===== src/rtl/sioPkg.sv =====
package sioPkg;
  localparam int REG_W = 8;

  localparam int OFS_ENABLE   = 'h00;
  localparam int OFS_CONTROL  = 'h01;
  localparam int OFS_LINE     = 'h02;
  localparam int OFS_FRAME    = 'h03;
  localparam int OFS_DATA     = 'h04;
  localparam int OFS_DIV_LO   = 'h08;
  localparam int OFS_DIV_HI   = 'h09;
  localparam int OFS_FSTAT    = 'h0A;
  localparam int OFS_FCFG     = 'h0B;
  localparam int OFS_FLAG_CLR = 'h1C;
  localparam int OFS_FLAG_SET = 'h1D;
  localparam int OFS_INT_EN   = 'h1E;
  localparam int OFS_INT_STAT = 'h1F;

  // entry layout of the receive queue: {overrun, framing, parity, data}
  localparam int RX_ENTRY_W = REG_W + 3;
  localparam int RX_OVR_BIT = REG_W + 2;

  typedef struct packed {
    logic wrEnable;
    logic wrControl;
    logic wrFrame;
    logic wrData;
    logic wrDivLo;
    logic wrDivHi;
    logic wrFifoCfg;
    logic wrFlagClr;
    logic wrFlagSet;
    logic wrIntEn;
    logic rdData;
  } strobes_t;

  typedef struct packed {
    logic [REG_W-1:0] enable;
    logic [REG_W-1:0] control;
    logic [REG_W-1:0] line;
    logic [REG_W-1:0] frame;
    logic [REG_W-1:0] divLo;
    logic [REG_W-1:0] divHi;
    logic [REG_W-1:0] fifoStat;
    logic [REG_W-1:0] fifoCfg;
    logic [REG_W-1:0] intEn;
    logic [REG_W-1:0] intStat;
    logic [REG_W-1:0] rxHead;
  } regView_t;
endpackage


===== src/rtl/sioFifo.sv =====
module sioFifo #(
  parameter int WIDTH    = 8,
  parameter int DEPTH    = 16,
  parameter int MARK_BIT = 0
) (
  input  logic                         clk,
  input  logic                         rstN,
  input  logic                         flush,
  input  logic                         push,
  input  logic [WIDTH-1:0]             pushData,
  input  logic                         pop,
  input  logic                         markLast,
  output logic [WIDTH-1:0]             headData,
  output logic [$clog2(DEPTH+1)-1:0]   count
);
  localparam int PTR_W = $clog2(DEPTH);
  localparam int CNT_W = $clog2(DEPTH+1);

  logic [WIDTH-1:0] mem [DEPTH];
  logic [PTR_W-1:0] rdPtr, wrPtr, lastPtr;

  always_comb lastPtr = wrPtr - PTR_W'(1);

  always_ff @(posedge clk or negedge rstN) begin
    if (!rstN) begin
      rdPtr <= '0;
      wrPtr <= '0;
      count <= '0;
    end else if (flush) begin
      rdPtr <= '0;
      wrPtr <= '0;
      count <= '0;
    end else begin
      if (push) wrPtr <= wrPtr + PTR_W'(1);
      if (pop)  rdPtr <= rdPtr + PTR_W'(1);
      count <= count + CNT_W'(push) - CNT_W'(pop);
    end
  end

  always_ff @(posedge clk) begin
    if (!flush) begin
      if (push)          mem[wrPtr] <= pushData;
      else if (markLast) mem[lastPtr][MARK_BIT] <= 1'b1;
    end
  end

  assign headData = mem[rdPtr];
endmodule


===== src/rtl/sioCtrl.sv =====
module sioCtrl
  import sioPkg::*;
#(
  parameter int ADDR_W = 5
) (
  input  logic [ADDR_W-1:0] busAddr,
  input  logic              busWe,
  input  logic              busRe,
  input  regView_t          view,
  output strobes_t          strb,
  output logic [REG_W-1:0]  busRdata
);
  function automatic logic hit(input logic [ADDR_W-1:0] a, input int ofs);
    return a == ADDR_W'(ofs);
  endfunction

  always_comb begin
    strb           = '0;
    strb.wrEnable  = busWe && hit(busAddr, OFS_ENABLE);
    strb.wrControl = busWe && hit(busAddr, OFS_CONTROL);
    strb.wrFrame   = busWe && hit(busAddr, OFS_FRAME);
    strb.wrData    = busWe && hit(busAddr, OFS_DATA);
    strb.wrDivLo   = busWe && hit(busAddr, OFS_DIV_LO);
    strb.wrDivHi   = busWe && hit(busAddr, OFS_DIV_HI);
    strb.wrFifoCfg = busWe && hit(busAddr, OFS_FCFG);
    strb.wrFlagClr = busWe && hit(busAddr, OFS_FLAG_CLR);
    strb.wrFlagSet = busWe && hit(busAddr, OFS_FLAG_SET);
    strb.wrIntEn   = busWe && hit(busAddr, OFS_INT_EN);
    strb.rdData    = busRe && hit(busAddr, OFS_DATA);
  end

  always_comb begin
    busRdata = '0;
    if (busRe) begin
      case (int'(busAddr))
        OFS_ENABLE:   busRdata = view.enable;
        OFS_CONTROL:  busRdata = view.control;
        OFS_LINE:     busRdata = view.line;
        OFS_FRAME:    busRdata = view.frame;
        OFS_DATA:     busRdata = view.rxHead;
        OFS_DIV_LO:   busRdata = view.divLo;
        OFS_DIV_HI:   busRdata = view.divHi;
        OFS_FSTAT:    busRdata = view.fifoStat;
        OFS_FCFG:     busRdata = view.fifoCfg;
        OFS_INT_EN:   busRdata = view.intEn;
        OFS_INT_STAT: busRdata = view.intStat;
        default:      busRdata = '0;
      endcase
    end
  end
endmodule


===== src/rtl/sioDatapath.sv =====
module sioDatapath
  import sioPkg::*;
#(
  parameter int DEPTH  = 16,
  parameter int TX_LOW = 4,
  parameter int N_FLAG = 2
) (
  input  logic                        clk,
  input  logic                        rstN,
  input  strobes_t                    strb,
  input  logic [REG_W-1:0]            wdata,
  input  logic                        txPop,
  input  logic                        txBusy,
  input  logic                        rxPush,
  input  logic [REG_W-1:0]            rxData,
  input  logic                        rxParErr,
  input  logic                        rxFrmErr,
  input  logic                        rxOvrErr,
  output regView_t                    view,
  output logic                        txValid,
  output logic [REG_W-1:0]            txData,
  output logic                        cfgEightBit,
  output logic                        cfgTwoStop,
  output logic                        cfgParityOn,
  output logic                        cfgParityOdd,
  output logic                        cfgRxOn,
  output logic                        cfgTxOn,
  output logic [2*REG_W-1:0]          baudDiv,
  output logic                        irq,
  output logic [$clog2(DEPTH+1)-1:0]  txCount,
  output logic [$clog2(DEPTH+1)-1:0]  rxCount,
  output logic [N_FLAG-1:0]           flags
);
  localparam int CNT_W  = $clog2(DEPTH+1);
  localparam int HALF   = DEPTH / 2;
  localparam int FLAG_TX = 0;
  localparam int FLAG_RX = 1;

  logic             globalOn, rxOn, txOn;
  logic             frEight, frTwoStop, frParOn, frParOdd;
  logic [REG_W-1:0] divLo, divHi;
  logic [2:0]       rxThresh;
  logic             rxFifoMode, txFifoMode;
  logic [2:0]       errLatch;
  logic [N_FLAG-1:0] intEn;

  logic             txFull, rxFull, txLowHit, rxHit, rxEmpty, txIdle;
  logic             txPushOk, txPopOk, rxAccept, rxPushOk, rxMark, rxPopOk, flush;
  logic [RX_ENTRY_W-1:0] rxHeadEntry;
  logic [N_FLAG-1:0] hwSet, swSet, swClr;

  // configuration registers
  always_ff @(posedge clk or negedge rstN) begin
    if (!rstN) begin
      globalOn   <= 1'b0;
      rxOn       <= 1'b0;
      txOn       <= 1'b0;
      frEight    <= 1'b0;
      frTwoStop  <= 1'b0;
      frParOn    <= 1'b0;
      frParOdd   <= 1'b0;
      divLo      <= '0;
      divHi      <= '0;
      rxThresh   <= '0;
      rxFifoMode <= 1'b0;
      txFifoMode <= 1'b0;
      intEn      <= '0;
    end else begin
      if (strb.wrEnable) globalOn <= wdata[0];
      if (strb.wrControl) begin
        rxOn <= wdata[0];
        txOn <= wdata[1];
      end
      if (strb.wrFrame) begin
        frEight   <= wdata[0];
        frTwoStop <= wdata[1];
        frParOn   <= wdata[2];
        frParOdd  <= wdata[4];
      end
      if (strb.wrDivLo) divLo <= wdata;
      if (strb.wrDivHi) divHi <= wdata;
      if (strb.wrFifoCfg) begin
        rxThresh   <= wdata[2:0];
        rxFifoMode <= wdata[3];
        txFifoMode <= wdata[7];
      end
      if (strb.wrIntEn) intEn <= wdata[N_FLAG-1:0];
    end
  end

  // queue control
  assign flush    = strb.wrControl && wdata[2];
  assign txFull   = txFifoMode ? (txCount == CNT_W'(DEPTH)) : (txCount != '0);
  assign rxFull   = rxFifoMode ? (rxCount == CNT_W'(DEPTH)) : (rxCount != '0);
  assign rxEmpty  = (rxCount == '0);
  assign txValid  = globalOn && txOn && (txCount != '0);
  assign txPushOk = strb.wrData && !txFull;
  assign txPopOk  = txPop && txValid;
  assign rxAccept = rxPush && globalOn && rxOn;
  assign rxPushOk = rxAccept && !rxFull;
  assign rxMark   = rxAccept && rxFull;
  assign rxPopOk  = strb.rdData && !rxEmpty;
  assign txLowHit = (txCount <= CNT_W'(TX_LOW));
  assign rxHit    = (rxCount > CNT_W'(HALF) + CNT_W'(rxThresh));
  assign txIdle   = (txCount == '0) && !txBusy;

  sioFifo #(.WIDTH(REG_W), .DEPTH(DEPTH), .MARK_BIT(0)) txQueue (
    .clk(clk), .rstN(rstN), .flush(flush),
    .push(txPushOk), .pushData(wdata),
    .pop(txPopOk), .markLast(1'b0),
    .headData(txData), .count(txCount)
  );

  sioFifo #(.WIDTH(RX_ENTRY_W), .DEPTH(DEPTH), .MARK_BIT(RX_OVR_BIT)) rxQueue (
    .clk(clk), .rstN(rstN), .flush(flush),
    .push(rxPushOk), .pushData({rxOvrErr, rxFrmErr, rxParErr, rxData}),
    .pop(rxPopOk), .markLast(rxMark),
    .headData(rxHeadEntry), .count(rxCount)
  );

  // error flags of the character last taken from the receive queue
  always_ff @(posedge clk or negedge rstN) begin
    if (!rstN)        errLatch <= '0;
    else if (flush)   errLatch <= '0;
    else if (rxPopOk) errLatch <= rxHeadEntry[RX_ENTRY_W-1:REG_W];
  end

  // interrupt flags
  always_comb begin
    hwSet          = '0;
    hwSet[FLAG_TX] = txLowHit;
    hwSet[FLAG_RX] = rxHit;
    swSet          = strb.wrFlagSet ? wdata[N_FLAG-1:0] : '0;
    swClr          = strb.wrFlagClr ? wdata[N_FLAG-1:0] : '0;
  end

  for (genvar i = 0; i < N_FLAG; i++) begin : gFlag
    always_ff @(posedge clk or negedge rstN) begin
      if (!rstN) flags[i] <= 1'b0;
      else       flags[i] <= (flags[i] && !swClr[i]) || hwSet[i] || swSet[i];
    end
  end

  assign irq = |(flags & intEn);

  // outputs to the shift logic
  assign cfgEightBit  = frEight;
  assign cfgTwoStop   = frTwoStop;
  assign cfgParityOn  = frParOn;
  assign cfgParityOdd = frParOdd;
  assign cfgRxOn      = rxOn;
  assign cfgTxOn      = txOn;
  assign baudDiv      = {divHi, divLo};

  // register view for the read mux
  always_comb begin
    view          = '0;
    view.enable   = {{(REG_W-1){1'b0}}, globalOn};
    view.control  = {{(REG_W-2){1'b0}}, txOn, rxOn};
    view.line     = {1'b0, txIdle, 3'b000, errLatch};
    view.frame    = {3'b000, frParOdd, 1'b0, frParOn, frTwoStop, frEight};
    view.divLo    = divLo;
    view.divHi    = divHi;
    view.fifoStat = {txLowHit, 2'b00, txFull, rxHit, rxEmpty, 2'b00};
    view.fifoCfg  = {txFifoMode, 3'b000, rxFifoMode, rxThresh};
    view.intEn    = {{(REG_W-N_FLAG){1'b0}}, intEn};
    view.intStat  = {{(REG_W-N_FLAG){1'b0}}, flags};
    view.rxHead   = rxEmpty ? '0 : rxHeadEntry[REG_W-1:0];
  end
endmodule


===== src/rtl/sioRegUnit.sv =====
module sioRegUnit
  import sioPkg::*;
#(
  parameter int ADDR_W = 5,
  parameter int DEPTH  = 16
) (
  input  logic              clk,
  input  logic              rstN,
  input  logic [ADDR_W-1:0] busAddr,
  input  logic [7:0]        busWdata,
  input  logic              busWe,
  input  logic              busRe,
  output logic [7:0]        busRdata,
  output logic              txValid,
  output logic [7:0]        txData,
  input  logic              txPop,
  input  logic              txBusy,
  input  logic              rxPush,
  input  logic [7:0]        rxData,
  input  logic              rxParErr,
  input  logic              rxFrmErr,
  input  logic              rxOvrErr,
  output logic              cfgEightBit,
  output logic              cfgTwoStop,
  output logic              cfgParityOn,
  output logic              cfgParityOdd,
  output logic              cfgRxOn,
  output logic              cfgTxOn,
  output logic [15:0]       baudDiv,
  output logic              irq
);
  localparam int CNT_W = $clog2(DEPTH+1);

  strobes_t         strb;
  regView_t         view;
  logic [CNT_W-1:0] txCount, rxCount;
  logic [1:0]       flags;
  logic [1:0]       intEnW;

  assign intEnW = view.intEn[1:0];

  sioCtrl #(.ADDR_W(ADDR_W)) ctrl (
    .busAddr(busAddr), .busWe(busWe), .busRe(busRe),
    .view(view), .strb(strb), .busRdata(busRdata)
  );

  sioDatapath #(.DEPTH(DEPTH), .TX_LOW(4), .N_FLAG(2)) dp (
    .clk(clk), .rstN(rstN), .strb(strb), .wdata(busWdata),
    .txPop(txPop), .txBusy(txBusy),
    .rxPush(rxPush), .rxData(rxData),
    .rxParErr(rxParErr), .rxFrmErr(rxFrmErr), .rxOvrErr(rxOvrErr),
    .view(view), .txValid(txValid), .txData(txData),
    .cfgEightBit(cfgEightBit), .cfgTwoStop(cfgTwoStop),
    .cfgParityOn(cfgParityOn), .cfgParityOdd(cfgParityOdd),
    .cfgRxOn(cfgRxOn), .cfgTxOn(cfgTxOn), .baudDiv(baudDiv),
    .irq(irq), .txCount(txCount), .rxCount(rxCount), .flags(flags)
  );
endmodule


===== config.mk =====
export PLATFORM = sky130hd
export DESIGN_NAME = sioRegUnit
export DESIGN_NICKNAME = d
export VERILOG_FILES = /design/src/rtl/sioPkg.sv /design/src/rtl/sioFifo.sv /design/src/rtl/sioCtrl.sv /design/src/rtl/sioDatapath.sv /design/src/rtl/sioRegUnit.sv
export SDC_FILE = /design/constraint.sdc
export NUM_CORES = 1
export LEC_CHECK = 0
export ABC_AREA = 1
export ABC_CLOCK_PERIOD_IN_PS = 4750
export BUFFER_PORTS_ARGS = -buffer_cell sky130_fd_sc_hd__buf_4
export CELL_PAD_IN_SITES_DETAIL_PLACEMENT = 0
export CELL_PAD_IN_SITES_GLOBAL_PLACEMENT = 1
export CORE_MARGIN = 4
export CORE_UTILIZATION = 53
export CTS_CLUSTER_DIAMETER = 80
export DETAILED_ROUTE_END_ITERATION = 7
export GPL_ROUTABILITY_DRIVEN = 1
export PLACE_DENSITY_LB_ADDON = 0.1
export SYNTH_ARGS = -nofsm -noshare
export SYNTH_HDL_FRONTEND = slang
export SYNTH_HIERARCHICAL = 1
export SYNTH_SLANG_ARGS = --single-unit
export TNS_END_PERCENT = 5

===== constraint.sdc =====
create_clock -name clk -period 4.75 [get_ports clk]
set_input_delay 0.7125 -clock clk [delete_from_list [all_inputs] [get_ports clk]]
set_output_delay 0.7125 -clock clk [all_outputs]
set_load 0.1 [all_outputs]

Word level (Yosys, flattened, before mapping). Memories as Yosys holds them, arrays and structs flattened. Cells that the tools add are included.

Register bits after elaboration: 61. RAM bits: 304. Bits of input ports: 31. Memories kept: 2.

$add $sub $neg: 10. Order comparisons: 2. Eq/ne operators: 14. Muxes and demuxes: 32. Bitwise operators: 1. Reduce and logical (&&, ||, !) cells: 45.

Memories: dp.rxQueue.mem (words 16, width 11, rd ports 1, clocked after Yosys merged registers in 0, wr ports 1, RTL line sioFifo.sv:19) `logic [WIDTH-1:0] mem [DEPTH];`; dp.txQueue.mem (words 16, width 8, rd ports 1, clocked after Yosys merged registers in 0, wr ports 1, RTL line sioFifo.sv:19).

Operator list (count): 8-bit one-hot mux with 11 select lines (1); 4-bit two-way mux (9); 5-bit equality test, second input constant (6); 1-bit logical AND (24); 5-bit by 4-bit equality test with 1-bit output, second input constant (4); 4-bit by 1-bit adder with 4-bit output, second input constant (4); 8-bit two-way mux (2); 5-bit logical NOT (3); 1-bit two-way mux (12); 11-bit two-way mux (1); 11-bit OR reduction (1); 5-bit by 1-bit adder with 5-bit output (2); 5-bit by 2-bit equality test with 1-bit output, second input constant (2); 5-bit two-way mux (2); 5-bit nonzero test (2); 5-bit by 1-bit subtractor with 5-bit output (2); 2-bit nonzero test (4); 1-bit logical NOT (6); 2-bit two-way mux (3); 3-bit two-way mux (2); 4-bit by 3-bit adder with 5-bit output, first input constant (1); 5-bit by 1-bit equality test with 1-bit output, second input constant (1); 5-bit by 3-bit equality test with 1-bit output, second input constant (1); 5-bit greater-than comparator (1); other kinds (5) (8).

Longest topological paths before layout.
Depth in word-level cells: 9. Mapped depth: 19. Mapped depth without buffers: 18.

Modules after synthesis. The synthesis kept the hierarchy.

Modules (own cells, without submodules): sioFifo (dp.rxQueue) (times used 1, cells each 771, area each 8235.4 um^2); sioFifo (dp.txQueue) (times used 1, cells each 609, area each 6304.8 um^2); sioDatapath (times used 1, cells each 230, area each 2170.8 um^2); sioCtrl (times used 1, cells each 240, area each 1178.6 um^2).

Least setup slack after synthesis. Ideal clock, no wire load.

Kind: input -> register. From: input port busAddr[4]. To: memory dp/rxQueue/mem[12][0] in the netlist's numbering, enable pin. Library setup time: 0.376 ns. Data arrival time: 3.023 ns. Path slack: 1.351 ns. Stages: 16. Path through: inv_1 > buf_2 > nand2_1 > nor2_1 > nand2_2 > nor2_1 > nand2_1 > inv_1 > nor2_4 > nand2_4 > inv_2 > nand2_2 > nand2_2 > inv_2 > nand3_1 > nor2_1.

RTL lines: start, declared (RTL line sioRegUnit.sv:9) `input logic [ADDR_W-1:0] busAddr,`; end, declared (RTL line sioFifo.sv:19).

==> results by stage <==
STA:
- The minimum period implied by the final worst setup slack is 3.92 ns.
- Headroom to the max-slew limit came out at 0.158.
- Based on the critical path, the design can be clocked at up to approximately 260 MHz.
- The count of endpoints failing hold in the final timing report was 0.
- In the final timing run, aggregate negative setup slack is 0 ns.
- The max-slew violation total from the final report is 0.
- The actual slew at the worst max-slew pin is 1.26 ns.
- The share of the clock period used by the worst path is 0.824.
- The setup clock skew after layout is 0.0148 ns.
- Setup violations remaining at the end of the flow were counted as 0.
- Setup repair after global routing left no endpoint under its margin.

Synthesis:
- Synthesis handed over a netlist of ~1,900 instances.
- For this run, the register share of the synthesized area comes to 0.596.
- The count of cell types in the netlist is 34.
- In the synthesized netlist the async set-or-reset flop fraction comes to 0.167.
- After synthesis the cells add up to 17,900 µm².
- The number of enable flip-flop cells after synthesis is just over 300.
- During synthesis, Yosys emitted a total of 6 warnings.
- The number of flip-flops and latches in the synthesized netlist is 365.
- A synthesized cell averages 9.67 µm².
- The most used flip-flop cell after synthesis is edfxtp_1.

Clock network:
- The buffers inserted during post-CTS setup optimization is 0.
- The number of gates resized after cts is 0.
- The post-CTS clock slew at the launch and capture registers of the worst setup and hold paths is 0.06 ns.
- The H-tree was split into 2 levels.
- Counting the buffers created by CTS gives 40.
- The CTS tree is done.
- Counting every sink on the clock net gives 365.
- No sink is reached through more buffers than the 3 on the longest clock path.
- For this design, the CTS-stage hold fixing added 0 buffers.
- The source-to-sink clock delay at the later pin of the worst-skew pair is between 0.5 and 0.6 ns.
- The root buffer cell is clkbuf_16.

Setup path:
- The worst-path maximum fanout is 30.
- STA classifies the critical path endpoint as an output port.
- The signal arrival time at the worst endpoint is 3.20 ns.
- The required time at the endpoint of the critical path is 4.04 ns.
- The setup path with the least slack is of type reg -> out.
- STA classifies the critical path startpoint as a flip-flop.

Run status:
- The run finished with clean final reports.

Routing:
- The first-pass iteration count of the detailed router is 5.
- After detailed routing, the number of vias per cell comes to about 5.3.
- The total wire length after detailed routing is 43.3 mm.
- The final route contains 12,500 vias.
- After the first detailed-routing iteration, the DRC count stood at 965.
- The count of nets left with antenna violations once routing finished came out at 0.
- After detailed routing, the number of remaining DRC violations is 0.
- The routed wire length per instance is 18.3 µm.

Cells and area:
- The synthesis-to-finish area growth is 11.5%.
- The final cell count without fillers is 2,368.
- The repair_antennas step left the layout with diodes totalling 0.
- Of the cells placed in the final design, the portion with a size suffix greater than 1 is 0.129.
- The final layout contains between 1,500 and 2,000 nets.

Floorplan:
- The number of top-level pins is 71.
- The core area is roughly 33,000 µm².
- The starting density of the core is 0.535.
- The die covers 36,800 µm².
- The die outline height is 192 µm.
- The floorplan die width is 192 µm.
- The number of rows in the core area is 67.

Place:
- The placer congestion estimate is 0.849.
- Detailed placement finished with a half-perimeter wire length of 29.0 mm.
- After detailed placement, the design holds a cell count of 2,294.
- The number of buffers inserted by port buffering is 70.

Global route:
- The maximum number of pins on one net before global-route repair is 116.
- In the global route stage, overall resource usage came out at 0.236.
- The via count of the first global-routing pass is approximately 12,000.
- The wire length of the first global-routing pass is 66.8 mm.
- The total overflow reported by the global router is 0.
- The number of antenna violations at the first check in global routing is 0.

Power and ir drop:
- IR analysis of the VDD net gives a maximum drop of ~710 µV.
- For this design the static power due to leakage is 8.23 nW.
- The total power per unit cell area is 539 nW/µm².

Hold path:
- The path class of the tightest hold or removal check is in -> async.

Flow run:
- Across the run, the number of max-cap violations was 0.
-- placed cells by master, fill, tap and decap left out, drive strengths merged --
cell type / n
o21ai: 93
ha: 19
buf: 111
nor2: 321
clkbuf: 55
nand3: 197
inv: 157
fa: 2
o211ai: 40
nor3: 10
clkinv: 14
a21oi: 16
dfrtp: 61
a22o: 1
nand4: 61
xor2: 2
mux2: 28
or2: 2
clkinvlp: 2
conb: 45
bufinv: 7
edfxtp: 304
o31ai: 2
nand2: 370
-- per-stage QoR --
step | setup WS, ns | power [mW] | hold WS [ns] | utilization | instance area [µm²]
after global routing | 0.583 | 11.3 | 0.327 | 0.596 | 19900
final | 0.834 | 10.7 | 0.253 | 0.596 | 19900
after CTS | 0.793 | 10.8 | 0.305 | 0.596 | 19900
after detailed placement | 0.672 | 7.52 | 0.497 | 0.553 | 18500
after floorplan | 1.35 | 6.66 | 0.417 | - | 18100
after global placement | 0.783 | 7.49 | 0.494 | 0.553 | 18500
-- metal layers --
metal	global-route usage	part of all wire
met2	0.413	0.50
met5	0	0
met4	0.0511	0.016
met1	0.314	0.44
met3	0.0342	0.049
-- layout make-up --
class,count,area (µm²)
clock buffer,55,1120
clock inverter,19,315
fill,2807,13500
inverter,161,604
multi-input combinational,1209,5830
sequential,365,10700
tap,448,561
timing repair buffer,111,858
-- worst max-delay path: stages, from the launching register on --
cell     delay (ns)
dfrtp_4        0.50
inv_2          0.31
buf_4          0.38
o21ai_0        0.14
nand3_1        0.13
nand3_1        0.17
nand2_1        0.12
nand2_1        0.06
inv_1          0.10
nand4_1        0.14
nand2_1        0.12
nor2_1         0.05
nand3_1        0.06
nand2_1        0.05
inv_1          0.05
buf_4          0.28
-- power breakdown --
group          total (mW)  switching [mW]  leakage, nW  internal, mW
Clock                3.29            1.24        0.688          2.05
Combinational        3.63            2.67         4.05         0.956
Sequential           3.83           0.188         3.49          3.64
-- worst paths after layout --
path                                startpoint                    end  slack [ns]  cells past startpoint
setup / recovery           dp/rxQueue/rdPtr[0]            busRdata[6]        0.83                     15
hold / removal                            rstN            dp/divLo[6]        0.25                      1
setup reg to reg           dp/txQueue/count[1]  dp/txQueue/mem[11][7]        1.45                      9
hold reg to reg                 dp/errLatch[1]         dp/errLatch[1]        0.51                      2
max in group asynchronous                 rstN    dp/rxQueue/rdPtr[0]        3.81                      1
min in group clk                   busWdata[5]            dp/divLo[5]        0.43                      2
-- state kept, by name (all words and copies together), names as in the netlist, 2 cells and up --
| signal | count |
|---|---|
| dp/divHi | 8 |
| dp/divLo | 8 |
| dp/errLatch | 3 |
| dp/flags | 2 |
| dp/intEn | 2 |
| dp/rxQueue/count | 5 |
| dp/rxQueue/mem | 176 |
| dp/rxQueue/rdPtr | 4 |
| dp/rxQueue/wrPtr | 4 |
| dp/rxThresh | 3 |
| dp/txQueue/count | 5 |
| dp/txQueue/mem | 128 |
| dp/txQueue/rdPtr | 4 |
| dp/txQueue/wrPtr | 4 |
-- cells in the mapped netlist, types with 8 or more instances --
| master | instances | area [µm²] |
|---|---|---|
| buf_2 | 45 | 225 |
| nor3_1 | 10 | 50.1 |
| nor2_2 | 11 | 68.8 |
| mux2_2 | 28 | 315 |
| buf_4 | 78 | 586 |
| nor2_1 | 303 | 1140 |
| clkbuf_1 | 29 | 109 |
| nand3_1 | 195 | 976 |
| a21oi_1 | 15 | 75.1 |
| o21ai_0 | 93 | 465 |
| nand2_2 | 8 | 50.1 |
| inv_1 | 148 | 556 |
| edfxtp_1 | 304 | 9130 |
| o211ai_1 | 40 | 300 |
| nand2_1 | 359 | 1350 |
| inv_2 | 9 | 33.8 |
| nand4_1 | 61 | 382 |
| ha_1 | 19 | 238 |
| dfrtp_1 | 61 | 1530 |
-- logic make-up after synthesis --
logic type,count (synthesis),share of synthesized area
AO/OA/AOI/OAI,152,0.0488
flip-flops,365,0.596
multiplexers,28,0.0176
other,1,0.000210
buffers and inverters,320,0.0884
adder cells (fa/ha/maj),21,0.0155
XOR/XNOR,2,0.000979
AND/OR/NAND/NOR,961,0.233
Power figures use the tool's default switching activity.
